==> src/rtl/tdm_tx_pkg.sv <==
package tdm_tx_pkg;

    localparam int IDX_W = 6;

    typedef enum logic [1:0] {
        ST_IDLE  = 2'd0,
        ST_ARMED = 2'd1,
        ST_RUN   = 2'd2
    } tx_state_e;

    typedef struct packed {
        logic [IDX_W-1:0] slots;
        logic [IDX_W-1:0] slot_w;
        logic [IDX_W-1:0] word_w;
        logic [1:0]       delay;
        logic             lsb_first;
        logic             right_align;
        logic             burst;
    } fmt_t;

    localparam fmt_t FMT_RESET = '{
        slots: 6'd2, slot_w: 6'd32, word_w: 6'd32,
        delay: 2'd0, lsb_first: 1'b0, right_align: 1'b0, burst: 1'b0
    };

    // Width code: 8 + 4*code, code 7 saturates at 32.
    function automatic logic [IDX_W-1:0] width_of(input logic [2:0] code);
        logic [IDX_W-1:0] w;
        if (code == 3'd7) w = 6'd32;
        else              w = 6'd8 + {1'b0, code, 2'b00};
        return w;
    endfunction

endpackage

==> src/rtl/tdm_cfg_latch.sv <==
module tdm_cfg_latch
    import tdm_tx_pkg::*;
#(
    parameter int SLOT_FIELD_W = 5
) (
    input  logic                    clk,
    input  logic                    rst,
    input  logic                    load,
    input  logic [SLOT_FIELD_W-1:0] slots_field,
    input  logic [2:0]              slot_code,
    input  logic [2:0]              word_code,
    input  logic [1:0]              delay_code,
    input  logic                    lsb_first,
    input  logic                    right_align,
    input  logic                    burst,
    output fmt_t                    live,
    output fmt_t                    cur
);

    logic [IDX_W-1:0] sw;
    logic [IDX_W-1:0] ww;

    // Decode and clamp the raw fields into a usable format.
    always_comb begin
        sw = width_of(slot_code);
        ww = width_of(word_code);
        live.slot_w = sw;
        live.word_w = (ww > sw) ? sw : ww;
        if (burst)
            live.slots = 6'd1;
        else if (slots_field == '0)
            live.slots = 6'd2;
        else
            live.slots = IDX_W'(slots_field) + 6'd1;
        live.delay       = (delay_code == 2'd3) ? 2'd2 : delay_code;
        live.lsb_first   = lsb_first;
        live.right_align = right_align;
        live.burst       = burst;
    end

    // Shadow copy, refreshed only at a frame launch.
    always_ff @(posedge clk) begin
        if (rst)       cur <= FMT_RESET;
        else if (load) cur <= live;
    end

    p_word_fits_r4: assert property (@(posedge clk) disable iff (rst)
        cur.word_w <= cur.slot_w);

endmodule

==> src/rtl/tdm_frame_fsm.sv <==
module tdm_frame_fsm
    import tdm_tx_pkg::*;
(
    input  logic             clk,
    input  logic             rst,
    input  logic             tick,
    input  logic             enable,
    input  logic             s_valid,
    input  logic             live_burst,
    input  fmt_t             cur,
    output logic             fetch,
    output logic             launch,
    output logic             word_load,
    output logic             underrun_evt,
    output logic             run,
    output logic             fsync,
    output logic [IDX_W-1:0] bit_idx
);

    tx_state_e        state_q, state_d;
    logic [IDX_W-1:0] bit_q, bit_d;
    logic [IDX_W-1:0] slot_q, slot_d;
    logic             last_bit;
    logic             last_slot;
    logic             mid_fill;

    // State register
    always_ff @(posedge clk) begin
        if (rst) begin
            state_q <= ST_IDLE;
            bit_q   <= '0;
            slot_q  <= '0;
        end else begin
            state_q <= state_d;
            bit_q   <= bit_d;
            slot_q  <= slot_d;
        end
    end

    // Transition logic
    always_comb begin
        state_d   = state_q;
        bit_d     = bit_q;
        slot_d    = slot_q;
        fetch     = 1'b0;
        launch    = 1'b0;
        mid_fill  = 1'b0;
        last_bit  = (bit_q == cur.slot_w - 6'd1);
        last_slot = (slot_q == cur.slots - 6'd1);
        unique case (state_q)
            ST_IDLE: begin
                if (enable) state_d = ST_ARMED;
            end
            ST_ARMED: begin
                if (!enable) begin
                    state_d = ST_IDLE;
                end else if (tick) begin
                    fetch  = 1'b1;
                    launch = !live_burst || s_valid;
                end
            end
            ST_RUN: begin
                if (tick) begin
                    if (!last_bit) begin
                        bit_d = bit_q + 6'd1;
                    end else if (!last_slot) begin
                        bit_d    = '0;
                        slot_d   = slot_q + 6'd1;
                        fetch    = 1'b1;
                        mid_fill = 1'b1;
                    end else if (!enable) begin
                        state_d = ST_IDLE;
                        bit_d   = '0;
                        slot_d  = '0;
                    end else begin
                        fetch  = 1'b1;
                        launch = !live_burst || s_valid;
                        if (!launch) begin
                            state_d = ST_ARMED;
                            bit_d   = '0;
                            slot_d  = '0;
                        end
                    end
                end
            end
            default: state_d = ST_IDLE;
        endcase
        if (launch) begin
            state_d = ST_RUN;
            bit_d   = '0;
            slot_d  = '0;
        end
    end

    // Outputs
    always_comb begin
        run          = (state_q == ST_RUN);
        fsync        = run && (bit_q == '0) && (slot_q == '0);
        bit_idx      = bit_q;
        word_load    = launch || mid_fill;
        underrun_evt = word_load && !s_valid;
    end

    p_sync_single_r5: assert property (@(posedge clk) disable iff (rst)
        (tick && fsync) |=> !fsync);
    p_bit_bound_r3: assert property (@(posedge clk) disable iff (rst)
        run |-> (bit_q < cur.slot_w));
    p_slot_bound_r2: assert property (@(posedge clk) disable iff (rst)
        run |-> (slot_q < cur.slots));
    p_sync_after_fetch_r9: assert property (@(posedge clk) disable iff (rst)
        $rose(fsync) |-> $past(fetch && tick));

endmodule

==> src/rtl/tdm_bit_mux.sv <==
module tdm_bit_mux
    import tdm_tx_pkg::*;
#(
    parameter int DATA_W = 32,
    parameter int TAPS   = 2
) (
    input  logic              clk,
    input  logic              rst,
    input  logic              tick,
    input  logic              word_load,
    input  logic              s_valid,
    input  logic [DATA_W-1:0] s_data,
    input  logic              run,
    input  logic [IDX_W-1:0]  bit_idx,
    input  fmt_t              cur,
    output logic              sdo
);

    localparam int SEL_W = $clog2(DATA_W);

    logic [DATA_W-1:0] word_q;
    logic [IDX_W-1:0]  off;
    logic [IDX_W-1:0]  rel;
    logic [IDX_W-1:0]  msb_pos;
    logic              in_word;
    logic              raw;
    logic [TAPS-1:0]   tap_q;

    // Held sample; a missing word becomes zeros.
    always_ff @(posedge clk) begin
        if (rst)            word_q <= '0;
        else if (word_load) word_q <= s_valid ? s_data : '0;
    end

    // Bit selection by position in the slot
    always_comb begin
        off     = cur.right_align ? (cur.slot_w - cur.word_w) : '0;
        in_word = run && (bit_idx >= off) && (bit_idx < off + cur.word_w);
        rel     = bit_idx - off;
        msb_pos = cur.word_w - 6'd1 - rel;
        raw     = 1'b0;
        if (in_word)
            raw = cur.lsb_first ? word_q[rel[SEL_W-1:0]] : word_q[msb_pos[SEL_W-1:0]];
    end

    // Delay line for the sync-to-data offset
    generate
        if (TAPS == 1) begin : g_one_tap
            always_ff @(posedge clk) begin
                if (rst)       tap_q <= '0;
                else if (tick) tap_q <= raw;
            end
        end else begin : g_tap_chain
            always_ff @(posedge clk) begin
                if (rst)       tap_q <= '0;
                else if (tick) tap_q <= {tap_q[TAPS-2:0], raw};
            end
        end
    endgenerate

    always_comb begin
        sdo = raw;
        for (int k = 1; k <= TAPS; k++)
            if (int'(cur.delay) == k) sdo = tap_q[k-1];
    end

    p_quiet_when_flushed_r13: assert property (@(posedge clk) disable iff (rst)
        (!run && tap_q == '0) |-> !sdo);

endmodule

==> src/rtl/tdm_tx_serializer.sv <==
module tdm_tx_serializer
    import tdm_tx_pkg::*;
#(
    parameter int DATA_W       = 32,
    parameter int SLOT_FIELD_W = 5,
    parameter int DELAY_TAPS   = 2
) (
    input  logic                    clk,
    input  logic                    rst,
    input  logic                    bclk_en,
    input  logic                    enable,
    input  logic [SLOT_FIELD_W-1:0] cfg_slots,
    input  logic [2:0]              cfg_slot_w,
    input  logic [2:0]              cfg_word_w,
    input  logic [1:0]              cfg_delay,
    input  logic                    cfg_lsb_first,
    input  logic                    cfg_right_align,
    input  logic                    cfg_burst,
    input  logic [DATA_W-1:0]       s_data,
    input  logic                    s_valid,
    output logic                    s_ready,
    input  logic                    underrun_clr,
    output logic                    sdo,
    output logic                    fsync,
    output logic                    underrun
);

    fmt_t             live_fmt;
    fmt_t             cur_fmt;
    logic             fetch;
    logic             launch;
    logic             word_load;
    logic             underrun_evt;
    logic             run;
    logic [IDX_W-1:0] bit_idx;

    tdm_cfg_latch #(.SLOT_FIELD_W(SLOT_FIELD_W)) u_cfg (
        .clk         (clk),
        .rst         (rst),
        .load        (launch),
        .slots_field (cfg_slots),
        .slot_code   (cfg_slot_w),
        .word_code   (cfg_word_w),
        .delay_code  (cfg_delay),
        .lsb_first   (cfg_lsb_first),
        .right_align (cfg_right_align),
        .burst       (cfg_burst),
        .live        (live_fmt),
        .cur         (cur_fmt)
    );

    tdm_frame_fsm u_fsm (
        .clk          (clk),
        .rst          (rst),
        .tick         (bclk_en),
        .enable       (enable),
        .s_valid      (s_valid),
        .live_burst   (live_fmt.burst),
        .cur          (cur_fmt),
        .fetch        (fetch),
        .launch       (launch),
        .word_load    (word_load),
        .underrun_evt (underrun_evt),
        .run          (run),
        .fsync        (fsync),
        .bit_idx      (bit_idx)
    );

    tdm_bit_mux #(.DATA_W(DATA_W), .TAPS(DELAY_TAPS)) u_mux (
        .clk       (clk),
        .rst       (rst),
        .tick      (bclk_en),
        .word_load (word_load),
        .s_valid   (s_valid),
        .s_data    (s_data),
        .run       (run),
        .bit_idx   (bit_idx),
        .cur       (cur_fmt),
        .sdo       (sdo)
    );

    assign s_ready = fetch;

    always_ff @(posedge clk) begin
        if (rst)               underrun <= 1'b0;
        else if (underrun_evt) underrun <= 1'b1;
        else if (underrun_clr) underrun <= 1'b0;
    end

    p_fmt_at_boundary_r12: assert property (@(posedge clk) disable iff (rst)
        !$stable(cur_fmt) |-> fsync);
    p_underrun_cause_r10: assert property (@(posedge clk) disable iff (rst)
        $rose(underrun) |-> $past(s_ready && !s_valid));
    p_burst_needs_word_r11: assert property (@(posedge clk) disable iff (rst)
        ($rose(fsync) && cur_fmt.burst) |-> $past(s_valid && s_ready));
    p_ready_on_strobe_r9: assert property (@(posedge clk) disable iff (rst)
        s_ready |-> (bclk_en && enable || run));

endmodule

==> config.mk <==
export PLATFORM = sky130hd
export DESIGN_NAME = tdm_tx_serializer
export DESIGN_NICKNAME = d
export VERILOG_FILES = /design/src/rtl/tdm_tx_pkg.sv /design/src/rtl/tdm_cfg_latch.sv /design/src/rtl/tdm_frame_fsm.sv /design/src/rtl/tdm_bit_mux.sv /design/src/rtl/tdm_tx_serializer.sv
export SDC_FILE = /design/constraint.sdc
export NUM_CORES = 1
export LEC_CHECK = 0
export BUFFER_PORTS_ARGS = -buffer_cell sky130_fd_sc_hd__buf_2
export CORE_MARGIN = 1
export CORE_UTILIZATION = 51
export DETAILED_ROUTE_END_ITERATION = 16
export PLACE_DENSITY_LB_ADDON = 0.15
export SLEW_MARGIN = 20
export SYNTH_ARGS = -nofsm -noshare
export SYNTH_HDL_FRONTEND = slang
export SYNTH_SLANG_ARGS = --single-unit
==> constraint.sdc <==
create_clock -name clk -period 4.85 [get_ports clk]
set_clock_uncertainty 0.15 [all_clocks]
set_input_delay 0.485 -clock clk [delete_from_list [all_inputs] [get_ports clk]]
set_output_delay 0.485 -clock clk [all_outputs]
set_load 0.005 [all_outputs]
**Word-level counts from Yosys, hierarchy flattened**

Index checks and enable logic that the tools add are counted.

- Output and inout port bits: 4
- Input port bits: 54
- Register bits after elaboration: 71
- Word-level logic and storage cells: 122

- Equal/unequal tests: 23
- Add/subtract/negate cells: 12
- Reductions and logical operators: 19
- Mux-type cells: 50
- $lt $le $gt $ge: 5

Operators by type and width:

| operator | number |
|---|---|
| $mux W6 | 11 |
| $mux W32 | 1 |
| $mux W1 | 24 |
| $mux W2 | 9 |
| $ne A3 B3 Y1 const B | 5 |
| $add A4 B5 Y6 const A | 2 |
| $add A6 B1 Y6 const B | 2 |
| $eq A6 B6 Y1 | 2 |
| $logic_not A6 Y1 | 2 |
| $lt A5 B6 Y1 const B | 2 |
| $reduce_and A6 Y1 | 2 |
| $sub A6 B1 Y6 const B | 2 |
| $bmux W1 S5 | 2 |
| $ne A2 B2 Y1 const B | 5 |
| $sub A5 B5 Y5 | 2 |
| $eq A2 B2 Y1 const B | 4 |
| $ne A4 B4 Y1 const B | 2 |
| $add A5 B1 Y6 const B | 1 |
| $add A6 B6 Y6 | 1 |
| $eq A3 B3 Y1 const B | 2 |
| $ge A6 B6 Y1 | 1 |
| $gt A6 B6 Y1 | 1 |
| $lt A6 B6 Y1 | 1 |
| $ne A3 B2 Y1 const B | 2 |
| other kinds (14) | 21 |

**Logic depth before layout (Yosys ltp)**

Gate-level depths: netlist (run 1).

- Word-level depth: 10
- Mapped depth: 16
- Depth with buffers taken out: 16

**Hierarchy**

From an unflattened synthesis (run 1), not the netlist that was laid out.

- Cell total of the unflattened synthesis: 649
- Area, all modules: 5431.5 µm²

By module, submodules not included:

| module | cells an instance | area an instance (µm²) | instances | sequential area each (µm²) |
|---|---|---|---|---|
| tdm_bit_mux | 311 | 2758.9 | 1 | 680.7 |
| tdm_frame_fsm | 190 | 1420.1 | 1 | 280.3 |
| tdm_cfg_latch | 144 | 1213.7 | 1 | 380.4 |
| tdm_tx_serializer | 4 | 38.8 | 1 | 20.0 |

**Least setup slack after synthesis (run 1)**

Ideal clock, no wire load.

- Path kind: reg2out
- Start: register, netlist name u_cfg.cur[8]
- End: output port sdo
- Data arrival time: 3864 ps
- Buffers on the path: 1
- Cell stages (with the launch flop): 15
- Path slack: 351 ps
- Required time: 4215 ps
- Cells stage by stage: dfxtp_1 inv_1 fa_1 nand2_1 fa_1 inv_1 fa_1 buf_2 mux4_2 a22oi_1 nand4b_1 a21oi_1 a2111oi_0 mux2i_1 a22oi_1

- Word-level cells in the longest chain between the ends: 10
- Elaborated cells on any way between the ends: 18
- Those cells by class: add/sub (5); order compare (2); mux (9); reduce/logical (2)

Ends and longest elaborated chain:

| what | line | text |
|---|---|---|
| $sub A6 B6 Y6 | tdm_bit_mux.sv:37 | `off = cur.right_align ? (cur.slot_w - cur.word_w) : '0;` |
| $mux W6 | tdm_bit_mux.sv:37 |  |
| $sub A5 B5 Y5 | tdm_bit_mux.sv:39 | `rel = bit_idx - off;` |
| $sub A5 B5 Y5 | tdm_bit_mux.sv:40 | `msb_pos = cur.word_w - 6'd1 - rel;` |
| $bmux W1 S5 | tdm_bit_mux.sv:43 | `raw = cur.lsb_first ? word_q[rel[SEL_W-1:0]] : word_q[msb_pos[SEL_W-1:0]];` |
| $mux W1 (implied by the code) | tdm_bit_mux.sv:43 |  |
| $mux W1 | tdm_bit_mux.sv:43 |  |
| $mux W1 * | tdm_bit_mux.sv:42 | `if (in_word)` |
| $mux W1 * (2 in series) | tdm_bit_mux.sv:64 | `if (int'(cur.delay) == k) sdo = tap_q[k-1];` |
| to (decl) | tdm_tx_serializer.sv:23 | `output logic sdo,` |

Every way passes the cells marked *; elsewhere a longest branch is shown, timed or not. The select of a mux whose other input is x is not followed.

**Worst setup path after layout (run 1)**

- Start: register, netlist name u_cfg.cur[13]
- End: output port sdo

- Word-level cells in the longest chain between the ends: 10
- Elaborated cells on any way between the ends: 17
- Those cells by class: add/sub (4); order compare (2); mux (9); reduce/logical (2)

Ends and longest elaborated chain:

| what | line |
|---|---|
| $sub A6 B6 Y6 * | tdm_bit_mux.sv:37 |
| $mux W6 * | tdm_bit_mux.sv:37 |
| $sub A5 B5 Y5 | tdm_bit_mux.sv:39 |
| $sub A5 B5 Y5 | tdm_bit_mux.sv:40 |
| $bmux W1 S5 | tdm_bit_mux.sv:43 |
| $mux W1 (implied by the code) | tdm_bit_mux.sv:43 |
| $mux W1 | tdm_bit_mux.sv:43 |
| $mux W1 * | tdm_bit_mux.sv:42 |
| $mux W1 * (2 in series) | tdm_bit_mux.sv:64 |

Marks and branches as above.

==> results of run 1 <==
## what timing repair did
item | 4_1_cts | 5_1_grt
gates resized for setup | 10 | 5
setup endpoints to repair | 1 | 1
setup buffers | 2 | 0
pin swaps | 6 | 1
## metal layers
metal,GRT usage [%],vias up,wire (microns)
met3,3.86,10,367
met5,0,-,0
met4,7.70,0,119
met2,38.7,66,4710
li1,-,1967,-
met1,32.1,1808,4860
## power groups by stage
stage	registers [uW]	logic, uW	clock network [uW]
floorplan	574	93.5	0
global placement	576	137	0
detailed placement	577	142	0
CTS	564	145	402
global route	565	162	423
finish	564	144	395
## registers in the layout (all words and copies together) (netlist names)
register       flops
underrun           1
u_mux.word_q      32
u_cfg.cur         18
u_fsm.state_q      2
u_fsm.slot_q       6
u_fsm.bit_idx      6
u_mux.tap_q        2
## critical path, stage by stage, from the launching register on
cell and delay, ps:
dfxtp_2 330, inv_2 70, ha_4 120, inv_2 30, fa_1 490, nand2_2 70, fa_2 570, inv_2 60
fa_1 520, buf_12 150, mux4_2 500, a22oi_2 190, nand4b_1 130, a21oi_2 240, a2111oi_4 70, mux2i_1 150
a22oi_1 90, buf_2 130
## final cells by class
class	count	area (sq um)	share of cell area [%]
Multi-Input combinational cell	403	2880	57.8
Sequential cell	67	1340	26.9
Timing Repair Buffer	65	358	7.18
Tap cell	105	131	2.63
Clock buffer	10	128	2.56
Inverter	30	113	2.26
Clock inverter	5	31.3	0.627
## Yosys cell counts, drive strengths merged, types with 7 or more instances
| cell | count | area (sq um) |
|---|---|---|
| xnor2 | 18 | 158 |
| nand3 | 47 | 235 |
| nor2b | 12 | 75.1 |
| a21oi | 55 | 275 |
| mux4 | 11 | 248 |
| mux2 | 7 | 78.8 |
| inv | 29 | 109 |
| nand2 | 69 | 259 |
| buf | 11 | 57.6 |
| clkbuf | 16 | 60.1 |
| dfxtp | 67 | 1340 |
| xor2 | 9 | 78.8 |
| mux2i | 18 | 180 |
| o21ai | 17 | 85.1 |
| ha | 30 | 375 |
| nor3 | 9 | 45.0 |
| nor2 | 25 | 93.8 |
## logic make-up after synthesis
group | count (synthesis) | share of synthesized area, %
fa+ha+maj | 34 | 10.4
compound gates | 115 | 16.2
flops | 67 | 30.5
mux | 36 | 11.5
xor+xnor | 27 | 5.38
simple gates | 191 | 20.8
buf+inv | 57 | 5.24
## final timing paths
check | startpoint | to | slack [ps] | depth (start not counted)
worst max-delay path | u_cfg.cur[13] | sdo | -30 | 17
worst min-delay path | cfg_lsb_first | u_cfg.cur[2] | 230 | 3
worst max register to register | u_cfg.cur[13] | u_mux.tap_q[0] | 810 | 16
worst min register to register | u_mux.word_q[0] | u_mux.word_q[0] | 320 | 2
## cell usage in the layout, fill, tap and decap left out, drive strengths merged, types with 3 or more instances in the layout
master	synthesis	layout
ha	30	30
clkbuf	16	10
nand2b	3	3
nor3	9	9
mux2i	18	18
xnor2	18	18
mux4	11	11
nand2	69	69
a31oi	4	4
inv	29	29
mux2	7	7
and2	5	5
a2111oi	4	4
nand3	47	47
o21ai	17	17
buf	11	65
or3	5	5
fa	4	4
nor2	25	25
nor2b	12	12
o21a	3	3
a21oi	55	55
xor2	9	9
nand4	3	3
a211oi	6	6
clkinv	1	5
a21o	6	6
a22oi	4	4
a31o	3	3
dfxtp	67	67
## through the flow
| stage | std cells | setup slack [ps] | total power, uW | cell area, sq um |
|---|---|---|---|---|
| finish | 685 | -31.4 | 1100 | 4990 |
| global route | 685 | -260 | 1150 | 4990 |
| CTS | 685 | -52.4 | 1110 | 4970 |
| detailed placement | 669 | 68.1 | 718 | 4770 |
| global placement | 669 | 126 | 713 | 4770 |
| floorplan | 527 | 351 | 668 | 4400 |
==> impl_metrics.yaml, run 1 <==
clocking:
  cts_buffer_depth: 2
  htree_levels: 3
  clock_sinks: 67
  cts_tree: "built"
  ctsRootBufferMaster: "clkbuf_8"
  cts_buffers: 9
  insertion_delay_ps: 340
  cts_hold_buffers: 0
  clk_pin_slew_worst_paths_ps: 70
finish:
  drive_above_1_share_pct: 20.5
  diodes: 0
  fin_nets: 664
  n_fill_cell: 767
  area_growth_syn_to_layout_pct: 13.4
  utilization_pct: 60.1
detailed_routing:
  drt-initial-drc-count: 148
  wl_per_cell_microns: 14.7
  viasPerCell: 5.62
  detail-route-antenna-nets: 0
  first_pass_iters: 4
  finalWirelength_microns: 10100
  drc: 0
  vias: 3851
power:
  p_switching_uw: 303
  power_frac_seq_pct: 51.1
  p_per_area_nw_per_um2: 221
  clkPwrFrac_pct: 35.8
  p_sw_share_pct: 27.5
  intPower_uw: 800
  combPwrFrac_pct: 13.1
  vdd_ir_drop_max_mv: 0.180
  power_leakage_uw: 0.00199
yosys:
  syn_area_sq_um: 4400
  synthCells: 527
  synth_fp_nets: 615
  yosys_warnings: 0
  synth-main-ff-cell: "dfxtp_1"
  async_flop_share_pct: 0
  ys_seq_elements: 67
  seq_area_frac_synth_pct: 30.5
  synth.avg_cell_area_sq_um: 8.34
  synth_edf_count: 0
  synthDistinctLibCells: 54
timing:
  fmax_mhz: 205
  rsz0062_at_grt: "true"
  worst_slew_pin_slew_ps: 1030
  maxSlewHeadroom_pct: 31.6
  setup_viol: 1
  layout_setup_ws_ps: -31.4
  final.min_clock_period_ps: 4880
  holdWs_ps: 231
  hold_violations: 0
  post-route-period-util_pct: 101
  maxSlewViolCount: 0
  finalSetupTns_ps: -31.4
global_route:
  overflow: 0
  antenna_found_initial: 0
  grt_max_degree: 53
  grt_usage_pct: 23.8
  grt_pass1_vias: 3570
  grt_pass1_wl_microns: 16700
outcome:
  violations: "negative setup slack"
  status: "complete, but fails checks"
setup_path:
  cp-end-kind: "output port"
  crit_arrival_ps: 4250
  worstPathMaxFanout: 8
  crit_required_ps: 4220
  critPathKind: "flop to output port"
  cp-start-kind: "flop"
hold_path:
  hp-class: "primary input to flop"
floorplanning:
  coreArea_sq_um: 8300
  die_area_sq_um: 9000
  start_util_pct: 53.0
  rows: 33
  die_w_microns: 94.9
  die_h_microns: 94.9
  ios: 58
place:
  numPortBuffers: 57
  dp_hpwl_microns: 7440
  routabilityCongestion: 0.860
job:
  drv_cap: 0
Note: power is estimated with default switching activity, not from simulation.
==> inputs of run 2 (changes only) <==
--- a/config.mk
+++ b/config.mk
@@ -6,11 +6,11 @@
 export NUM_CORES = 1
 export LEC_CHECK = 0
 export BUFFER_PORTS_ARGS = -buffer_cell sky130_fd_sc_hd__buf_2
-export CORE_MARGIN = 1
 export CORE_UTILIZATION = 51
 export DETAILED_ROUTE_END_ITERATION = 16
 export PLACE_DENSITY_LB_ADDON = 0.15
 export SLEW_MARGIN = 20
 export SYNTH_ARGS = -nofsm -noshare
 export SYNTH_HDL_FRONTEND = slang
+export SYNTH_HIERARCHICAL = 1
 export SYNTH_SLANG_ARGS = --single-unit
==> run 2 against run 1 <==
The flow now finishes without violations. Largest cell class unchanged. Register-to-register slack better by 30 ps. Sequential power down 2%. Worst hold slack lost 24 ps. Largest power group unchanged.
==> impl_metrics.yaml, run 2 <==
clocking:
  insertion_delay_ps: 350
  cts_buffer_depth: 2
  cts_tree: "built"
  htree_levels: 3
  ctsRootBufferMaster: "clkbuf_8"
  cts_hold_buffers: 0
  clk_pin_slew_worst_paths_ps: 90
  cts_buffers: 9
  clock_sinks: 67
timing:
  finalSetupTns_ps: 0
  layout_setup_ws_ps: 48.4
  worst_slew_pin_slew_ps: 888
  post-route-period-util_pct: 99.0
  hold_violations: 0
  final.min_clock_period_ps: 4800
  fmax_mhz: 208
  setup_viol: 0
  maxSlewHeadroom_pct: 40.3
  maxSlewViolCount: 0
power:
  vdd_ir_drop_max_mv: 0.169
  power_leakage_uw: 0.00247
  p_per_area_nw_per_um2: 210
detailed_routing:
  finalWirelength_microns: 12700
  detail-route-antenna-nets: 0
  drc: 0
  drt-initial-drc-count: 237
  vias: 4718
  wl_per_cell_microns: 15.5
  viasPerCell: 5.76
  first_pass_iters: 5
yosys:
  synthCells: 631
  syn_area_sq_um: 5280
  yosys_warnings: 6
  synth.avg_cell_area_sq_um: 8.36
floorplanning:
  coreArea_sq_um: 9910
  rows: 36
  start_util_pct: 53.2
  ios: 58
  die_area_sq_um: 10800
  die_w_microns: 104
  die_h_microns: 104
finish:
  n_fill_cell: 901
  largest_reg_flops: 32
  final_common_cell: "dfxtp_1"
  drive_above_1_share_pct: 19.4
  regMostFlops: "u_mux/word_q"
  final_cell_mix: "dfxtp_1 (63), nor2_1 (61), buf_2 (57)"
  area_growth_syn_to_layout_pct: 14.4
  fin_nets: 780
  largestRegisters: "u_mux/word_q: 32 flops, u_cfg/cur: 18 flops"
  final_cell_area_sq_um: 6030
  diodes: 0
hold_path:
  hp-class: "primary input to flop"
  hold_depth: 3
setup_path:
  worstPathMaxFanout: 8
  cp-start-kind: "flop"
  cp_num_buf_inv: 2
  r2r_slack_ps: 840
  critPathTopFamily: "simple AND/OR/NAND/NOR gates"
  crit_required_ps: 4220
  slowest_delay_ps: 370
  critPathKind: "flop to output port"
  cp-end-kind: "output port"
  crit_arrival_ps: 4170
  crit_cells: 19
  slowest_stage: "dfxtp_2"
  path_cells: "ha_4 -> o21ai_4 -> nand2_1 -> nor2_1 -> nor2_1 -> nand2_2 -> ha_4 -> or3_4 -> and2_4 -> inv_2 -> ha_4 -> a21o_1 -> or3_4 -> a211o_1 -> nand3b_1 -> o2bb2ai_4 -> a2111oi_4 -> o22a_1 -> buf_2"
  worst_path_most_repeated_cell: "ha_4"
  reg2reg_depth: 18
global_route:
  grt_max_degree: 57
  overflow: 0
  antenna_found_initial: 0
  grt_pass1_wl_microns: 20900
  grt_pass1_vias: 4454
  grt_usage_pct: 23.9
place:
  place_ws_ps: 43.4
  routabilityCongestion: 0.859
  numPortBuffers: 57
  dp_hpwl_microns: 9340
  dpl_cell_area_sq_um: 5640
outcome:
  status: "complete, no violations"
job:
  drv_cap: 0
run 2: cell types whose count changed in the layout (fill, tap and decap cells not counted), sizes merged, moves of 5 or more:
cell	before	now
nand3	47	10
nor2	25	61
nor2b	12	47
nand2	69	35
inv	29	53
ha	30	41
o21ai	17	28
o211ai	2	12
mux2	7	1
and3	2	7
buf	65	70
clkinv	5	0
mux4	11	16
run 2: final timing paths:
kind	startpoint	endpoint
worst max register to register	u_cfg/cur[13]	u_mux/tap_q[0]
worst min-delay path	s_data[30]	u_mux/word_q[30]
worst min register to register	underrun	underrun
worst max-delay path	u_cfg/cur[13]	sdo
run 2: stage by stage:
stage	hold slack, ps	util, %	power (uW)	instances
3_3_place_gp	318	56.9	716	799
3_5_place_dp	333	56.9	720	799
6_report	208	60.9	1270	819
2_1_floorplan	310	-	678	634
4_1_cts	191	59.8	1270	818
5_1_grt	210	60.9	1320	819
run 2: routing by layer:
| layer | GRT usage (%) | up-vias | routed length, microns |
|---|---|---|---|
| li1 | - | 2326 | - |
| met5 | 0 | - | 0 |
| met1 | 34.1 | 2224 | 6060 |
| met3 | 3.40 | 17 | 665 |
| met4 | 5.51 | 0 | 153 |
| met2 | 38.1 | 151 | 5820 |
run 2: tightest hold or removal path: cells and delay by family:
kind	cells	cell delay, ps
compound gates	1	50
buf+inv	1	80
simple gates	1	70
run 2: layout make-up:
cell class | instances | area [sq um] | share of cell area [%]
Clock buffer | 9 | 124 | 2.05
Clock inverter | 7 | 105 | 1.74
Inverter | 49 | 184 | 3.05
Multi-Input combinational cell | 484 | 3730 | 61.7
Sequential cell | 67 | 1350 | 22.3
Tap cell | 133 | 166 | 2.76
Timing Repair Buffer | 70 | 383 | 6.34
run 2: power by group:
group,leakage (uW),internal (uW),total (uW),switching (uW)
Sequential,0.000542,552,555,3.05
Clock,0.000113,298,543,245
Combinational,0.00182,73.1,167,94.4
run 2: timing repair:
item	in CTS	in global routing
buffers inserted	3	1
endpoints found under the setup margin	1	1
resized for setup	11	15
pin swaps	4	9
